==> config.mk <==
export PLATFORM = sky130hd
export DESIGN_NAME = memdec_top
export DESIGN_NICKNAME = d
export VERILOG_FILES = /design/src/rtl/memdec_pkg.sv /design/src/rtl/memdec_bank_regs.sv /design/src/rtl/memdec_bank_match.sv /design/src/rtl/memdec_overlay.sv /design/src/rtl/memdec_term.sv /design/src/rtl/memdec_top.sv
export SDC_FILE = /design/constraint.sdc
export NUM_CORES = 1
export LEC_CHECK = 0
export ABC_AREA = 1
export BUFFER_PORTS_ARGS = -buffer_cell sky130_fd_sc_hd__buf_4
export CAP_MARGIN = 30
export CORE_UTILIZATION = 58
export DETAILED_ROUTE_END_ITERATION = 10
export PLACE_DENSITY_LB_ADDON = 0.3
export SETUP_SLACK_MARGIN = 0.1
export SLEW_MARGIN = 20
export SYNTH_ARGS = -nofsm -noshare
export SYNTH_HDL_FRONTEND = slang
export SYNTH_SLANG_ARGS = --single-unit
==> constraint.sdc <==
create_clock -name clk -period 3.6 [get_ports clk]
set_input_delay 0.36 -clock clk [delete_from_list [all_inputs] [get_ports clk]]
set_output_delay 0.36 -clock clk [all_outputs]
set_load 0.05 [all_outputs]
==> src/rtl/memdec_pkg.sv <==
package memdec_pkg;

  localparam int unsigned AW = 32;

  typedef enum logic [1:0] {
    KIND_NONE = 2'd0,
    KIND_ROM  = 2'd1,
    KIND_RAM  = 2'd2,
    KIND_REG  = 2'd3
  } xfer_kind_e;

  // Half-open window test done in 33 bits so start+size cannot wrap.
  function automatic logic in_window(input logic [AW-1:0] a,
                                     input logic [AW-1:0] base,
                                     input logic [AW-1:0] span);
    logic [AW:0] limit;
    limit = {1'b0, base} + {1'b0, span};
    return (span != '0) && (a >= base) && ({1'b0, a} < limit);
  endfunction

  // Four-bit region tag of an address.
  function automatic logic [3:0] region_of(input logic [AW-1:0] a);
    return a[AW-1 -: 4];
  endfunction

endpackage

==> src/rtl/memdec_bank_regs.sv <==
module memdec_bank_regs
  import memdec_pkg::*;
#(
  parameter int unsigned NUM_BANKS = 4,
  localparam int unsigned IDX_W = (NUM_BANKS > 1) ? $clog2(NUM_BANKS) : 1
) (
  input  logic                           clk,
  input  logic                           rst_n,
  input  logic                           wr_en,
  input  logic [IDX_W-1:0]               wr_bank,
  input  logic                           wr_is_size,
  input  logic [AW-1:0]                  wr_data,
  output logic [NUM_BANKS-1:0][AW-1:0]   start_o,
  output logic [NUM_BANKS-1:0][AW-1:0]   size_o
);

  for (genvar g = 0; g < NUM_BANKS; g++) begin : g_bank
    logic hit_me;
    assign hit_me = wr_en && (wr_bank == IDX_W'(g));

    always_ff @(posedge clk) begin
      if (!rst_n) begin
        start_o[g] <= '0;
        size_o[g]  <= '0;
      end else if (hit_me) begin
        if (wr_is_size) size_o[g]  <= wr_data;
        else            start_o[g] <= wr_data;
      end
    end
  end

endmodule

==> src/rtl/memdec_bank_match.sv <==
module memdec_bank_match
  import memdec_pkg::*;
#(
  parameter int unsigned NUM_BANKS = 4
) (
  input  logic [AW-1:0]                 addr,
  input  logic                          enable,
  input  logic [NUM_BANKS-1:0][AW-1:0]  start_i,
  input  logic [NUM_BANKS-1:0][AW-1:0]  size_i,
  output logic [NUM_BANKS-1:0]          hit_onehot,
  output logic                          any_hit,
  output logic [AW-1:0]                 offset
);

  logic [NUM_BANKS-1:0] raw_hit;

  for (genvar g = 0; g < NUM_BANKS; g++) begin : g_cmp
    assign raw_hit[g] = enable && in_window(addr, start_i[g], size_i[g]);
  end

  // Lowest index wins when windows overlap.
  always_comb begin
    hit_onehot = '0;
    offset     = '0;
    for (int i = NUM_BANKS - 1; i >= 0; i--) begin
      if (raw_hit[i]) begin
        hit_onehot    = '0;
        hit_onehot[i] = 1'b1;
        offset        = addr - start_i[i];
      end
    end
  end

  assign any_hit = |raw_hit;

endmodule

==> src/rtl/memdec_overlay.sv <==
module memdec_overlay (
  input  logic clk,
  input  logic rst_n,
  input  logic clear_req,
  output logic active
);

  always_ff @(posedge clk) begin
    if (!rst_n)         active <= 1'b1;
    else if (clear_req) active <= 1'b0;
  end

endmodule

==> src/rtl/memdec_term.sv <==
module memdec_term
  import memdec_pkg::*;
#(
  parameter int unsigned BURST_BEATS = 4,
  localparam int unsigned LEFT_W = (BURST_BEATS > 2) ? $clog2(BURST_BEATS) : 1
) (
  input  logic       clk,
  input  logic       rst_n,
  input  logic       start,
  input  xfer_kind_e kind,
  input  logic       burst,
  output logic       ta,
  output logic       tbi,
  output logic       busy
);

  logic [LEFT_W-1:0] left_q;

  always_ff @(posedge clk) begin
    if (!rst_n) begin
      ta     <= 1'b0;
      tbi    <= 1'b0;
      left_q <= '0;
    end else if (start) begin
      ta     <= 1'b1;
      tbi    <= (kind == KIND_ROM);
      left_q <= (kind == KIND_RAM && burst) ? LEFT_W'(BURST_BEATS - 1) : '0;
    end else if (left_q != '0) begin
      ta     <= 1'b1;
      tbi    <= 1'b0;
      left_q <= left_q - 1'b1;
    end else begin
      ta     <= 1'b0;
      tbi    <= 1'b0;
    end
  end

  assign busy = (left_q != '0);

endmodule

==> src/rtl/memdec_top.sv <==
module memdec_top
  import memdec_pkg::*;
#(
  parameter int unsigned NUM_BANKS   = 4,
  parameter int unsigned ROM_AW      = 18,
  parameter int unsigned BURST_BEATS = 4,
  parameter logic [3:0]  ROM_REGION  = 4'h4,
  parameter logic [3:0]  REG_REGION  = 4'h5
) (
  input  logic                 clk,
  input  logic                 rst_n,
  input  logic                 ts,
  input  logic [31:0]          addr,
  input  logic                 wr,
  input  logic                 burst,
  input  logic [31:0]          wdata,
  output logic                 ta,
  output logic                 tbi,
  output logic                 ci,
  output logic                 rom_sel,
  output logic [ROM_AW-1:0]    rom_word,
  output logic [NUM_BANKS-1:0] bank_sel,
  output logic [31:0]          bank_off
);

  localparam int unsigned IDX_W    = (NUM_BANKS > 1) ? $clog2(NUM_BANKS) : 1;
  localparam int unsigned ROM_BITS = ROM_AW + 2;

  // Named internal events (used by the bound checker).
  logic       overlay_active;
  logic       busy;
  logic       accept;
  logic       ovl_clear;
  logic       reg_write;
  xfer_kind_e kind;

  logic                          in_rom_region, in_reg_region, in_low;
  logic                          ovl_alias, reg_ok;
  logic [IDX_W-1:0]              reg_bank;
  logic [NUM_BANKS-1:0][AW-1:0]  bank_start, bank_size;
  logic [NUM_BANKS-1:0]          hit_onehot;
  logic                          any_hit;
  logic [AW-1:0]                 hit_off;

  assign in_rom_region = (region_of(addr) == ROM_REGION);
  assign in_reg_region = (region_of(addr) == REG_REGION);
  assign in_low        = (addr[AW-1 -: 2] == 2'b00);
  assign ovl_alias     = overlay_active && (addr[AW-1:ROM_BITS] == '0);
  assign reg_bank      = addr[3 +: IDX_W];
  assign reg_ok        = in_reg_region && wr &&
                         ({1'b0, reg_bank} < (IDX_W+1)'(NUM_BANKS));

  memdec_bank_match #(.NUM_BANKS(NUM_BANKS)) u_match (
    .addr       (addr),
    .enable     (in_low && !overlay_active),
    .start_i    (bank_start),
    .size_i     (bank_size),
    .hit_onehot (hit_onehot),
    .any_hit    (any_hit),
    .offset     (hit_off)
  );

  always_comb begin
    if (ovl_alias || in_rom_region) kind = KIND_ROM;
    else if (any_hit)               kind = KIND_RAM;
    else if (reg_ok)                kind = KIND_REG;
    else                            kind = KIND_NONE;
  end

  assign accept    = ts && !busy;
  assign ovl_clear = accept && in_rom_region;
  assign reg_write = accept && (kind == KIND_REG);

  memdec_overlay u_ovl (
    .clk       (clk),
    .rst_n     (rst_n),
    .clear_req (ovl_clear),
    .active    (overlay_active)
  );

  memdec_bank_regs #(.NUM_BANKS(NUM_BANKS)) u_regs (
    .clk        (clk),
    .rst_n      (rst_n),
    .wr_en      (reg_write),
    .wr_bank    (reg_bank),
    .wr_is_size (addr[2]),
    .wr_data    (wdata),
    .start_o    (bank_start),
    .size_o     (bank_size)
  );

  memdec_term #(.BURST_BEATS(BURST_BEATS)) u_term (
    .clk   (clk),
    .rst_n (rst_n),
    .start (accept && (kind != KIND_NONE)),
    .kind  (kind),
    .burst (burst),
    .ta    (ta),
    .tbi   (tbi),
    .busy  (busy)
  );

  // Selects follow the acknowledge beats: loaded on accept, held while
  // beats remain, dropped when the sequence ends.
  always_ff @(posedge clk) begin
    if (!rst_n) begin
      rom_sel  <= 1'b0;
      rom_word <= '0;
      bank_sel <= '0;
      bank_off <= '0;
    end else if (accept) begin
      rom_sel  <= (kind == KIND_ROM);
      rom_word <= addr[ROM_BITS-1:2];
      bank_sel <= (kind == KIND_RAM) ? hit_onehot : '0;
      bank_off <= hit_off;
    end else if (!busy) begin
      rom_sel  <= 1'b0;
      bank_sel <= '0;
    end
  end

  assign ci = 1'b0;

endmodule

==> results.cfg <==
[die]
initial_core_util_pct = 58.7
die_h_um = 227
pin_count = 127
fp.dieArea_sq_um = 51400
fp.dieW_um = 227
row_count = 82
core_area_sq_um = 50000

[power]
power.density_nw_per_um2 = 313
intPower_uw = 7120
power_frac_seq_pct = 34.6
switching_share_pct = 36.6
leakage_uw = 0.0169
irDropWorstVdd_uv = 401
pwr-share-comb_pct = 27.6
p_sw_uw = 4120
pwr-share-clk_pct = 37.8

[logic_synthesis]
synth_xor_xnor_area_share_pct = 6.42
synth_area_per_cell_sq_um = 6.60
synth_area_leaders = dfxtp_1, ha_1, nand2_1
synth_edf_count = 0
seq_area_frac_synth_pct = 21.6
ys_ff_latch = 316
yosys.area_share.adder_pct = 16.9
syn_inst = 4444
yosysTopAreaCellShare_pct = 21.6
synth_top_family_by_area = simple AND/OR/NAND/NOR gates
synthMuxAreaShare_pct = 0
synth.net_count = 4903
async_reset_ff_share_pct = 0
yosysWarnings = 0
yosys.area_share.simple_pct = 24.6
syn-cell-area_sq_um = 29300
synth-compound-area-share_pct = 21.8
synth_cell_type_count = 62
yosysTopAreaCell = dfxtp_1
synth-main-ff-cell = dfxtp_1

[setup_path]
start_kind = flip-flop
r2r-start = u_regs.size_o[96]
critPathCaptureType = flip-flop
critPathTopFamily = simple AND/OR/NAND/NOR gates
worst-r2r-cell-count = 32
cp.arrival_ns = 4.75
slowest_stage = fa_2
rrSetupSlack_ns = -0.62
cp.required_ns = 4.13
slowest_delay_ns = 0.35
crit_fanout = 6
cp.buffers_inverters = 4
crit_type = flip-flop to flip-flop
regToRegEndpoint = bank_off[0]

[timing]
fin_crit_ns = 4.22
fmax_mhz = 237
min_period_over_period_pct = 117
tns_ns = -19.54
finalWorstSetupSlack_ns = -0.622
grt_setup_unrepaired = yes
hold_viol_final = 0
setup_viol_count_final = 39
skew_ns = 0.0219
slew_violations = 0
max_slew_margin_pct = 40.5
worst_pin_slew_ns = 0.882

[global_routing]
grt_pass1_vias = 30880
grt_pass1_wl_mm = 164
grt_max_degree = 113
grt_overflow_total = 0
antenna_found_initial = 1
grt.total_usage_pct = 41.6

[final_layout]
syn2layout_area_growth_pct = 22.6
multi_input_area_sq_um = 21100
most-common-layout-cells = nand2_1, nor2_1, inv_1, buf_4, a21oi_1
seq_area_sq_um = 6340
nNetsFinal = 5350
fill_cells = 4355
drive_gt1_share_pct = 18.0
layout_commonest_cell = nand2_1
antennaDiodeCount = 0

[place]
post-place-ws_ns = -0.525
dpl.hpwl_mm = 86.4
gp_congestion = 1.03
portBuffers = 125

[clock_tree]
cts.path.max_buffers = 3
cts.clk_slew.worst_paths_ns = 0.06
htreeDepth = 2
cts_tree = yes
cts_buffers = 39
cts.sinks = 316
root_buffer = clkbuf_16
clock_latency_ns = 0.59

[drt]
route.detailed.drc = 3
drtIter0Drc = 2576
viasPerCell = 5.78
firstDrtPassIters = 11
wirelength_mm = 110
wire_per_inst_um = 19.7
antenna_left = 0
dr_total_vias = 32342

[hold_path]
hp-start = wdata[2]
hold_class = input pin to flip-flop
holdPathStages = 3
hold_end = u_regs.size_o[34]

[run]
cap_viol_max_count = 0

[status]
status = finished with violations
failed_checks = DRC, setup timing
## worst register-to-register path: cells and delay by family (launching register included)
kind,cells,cell delay (ns)
compound gates,5,0.72
xor+xnor,1,0.17
fa+ha+maj,3,0.79
buf+inv,4,0.42
flops,1,0.34
simple gates,19,1.74
## registers in the layout (all words and copies together), names as in the netlist
name            cells
bank_off           32
bank_sel            4
rom_sel             1
rom_word           18
u_ovl.active        1
u_regs.size_o     128
u_regs.start_o    128
u_term.left_q       2
u_term.ta           1
u_term.tbi          1
## cell type report
type	count	share of cell area (%)
sequential	316	17.6
clock buffer	43	2.85
timing repair buffer	518	11.8
clock inverter	29	0.916
tap	672	2.34
multi-input combinational	3474	58.7
inverter	542	5.71
## layer usage
| metal | up-vias | global-route usage [%] | wire length, um |
|---|---|---|---|
| met5 | - | 0 | 0 |
| met4 | 0 | 23.4 | 6840 |
| met3 | 330 | 6.53 | 9250 |
| met2 | 1317 | 70.1 | 50700 |
| met1 | 14957 | 50.1 | 43400 |
| li1 | 15738 | - | - |
## synth_stat cells, types with 9 or more instances
cell type / number
nor4_1: 32
nand2_1: 804
o211ai_1: 9
xor2_1: 119
xnor2_1: 96
a31oi_1: 23
o21ai_0: 442
a21oi_2: 17
o21a_1: 17
dfxtp_1: 316
ha_1: 382
a21oi_1: 497
a21o_1: 27
nand3_2: 20
inv_1: 525
nand3_1: 109
clkbuf_1: 93
nor2_1: 574
nor3_1: 39
o21bai_1: 32
nand4_1: 41
nand2_2: 49
nand3b_1: 15
o21ai_1: 24
inv_2: 9
o211ai_2: 16
## worst max-delay path by stage
stage | depth (start not counted) | endpoint | start | slack, ns
after floorplan | 28 | bank_off[4] | u_regs.start_o[96] | -0.004
after detailed placement | 29 | bank_off[0] | u_regs.start_o[66] | -0.53
after global routing | 32 | bank_off[0] | u_regs.size_o[96] | -0.88
after global placement | 31 | bank_off[0] | u_regs.start_o[66] | -0.47
final | 32 | bank_off[0] | u_regs.size_o[96] | -0.62
after CTS | 29 | bank_off[30] | u_regs.size_o[0] | -0.42
## through the flow
step / hold slack, ns / area [sq um] / utilization (%) / total power (uW) / cells
6_report: 0.134 / 35900 / 71.9 / 11200 / 5594
5_1_grt: 0.144 / 35900 / 71.9 / 11600 / 5594
4_1_cts: 0.109 / 35600 / 71.3 / 11100 / 5585
3_5_place_dp: 0.459 / 33600 / 67.2 / 6900 / 5488
3_3_place_gp: 0.457 / 33600 / 67.2 / 6880 / 5486
2_1_floorplan: 0.440 / 29500 / - / 5750 / 4444
## kinds of logic (layout without fill, tap and decap cells)
family	Yosys count	count (layout)
buf+inv	654	1132
simple gates	1712	1712
other cells	1	1
fa+ha+maj	390	390
xor+xnor	215	215
flops	316	316
compound gates	1156	1156
## timing repair
item | 4_1_cts | 5_1_grt
resized for setup | 119 | 47
hold buffers | 0 | 0
setup endpoints to repair | 39 | 39
buffers inserted | 19 | 8
cloned | 6 | 1
pin swaps | 69 | 40
## power by group through the flow
stage / clock network (uW) / logic, uW / registers (uW)
finish: 4250 / 3100 / 3890
global route: 4390 / 3310 / 3890
CTS: 4260 / 3010 / 3880
detailed placement: 0 / 2960 / 3940
global placement: 0 / 2930 / 3950
floorplan: 0 / 1300 / 4440
Power figures use the tool's default switching activity.
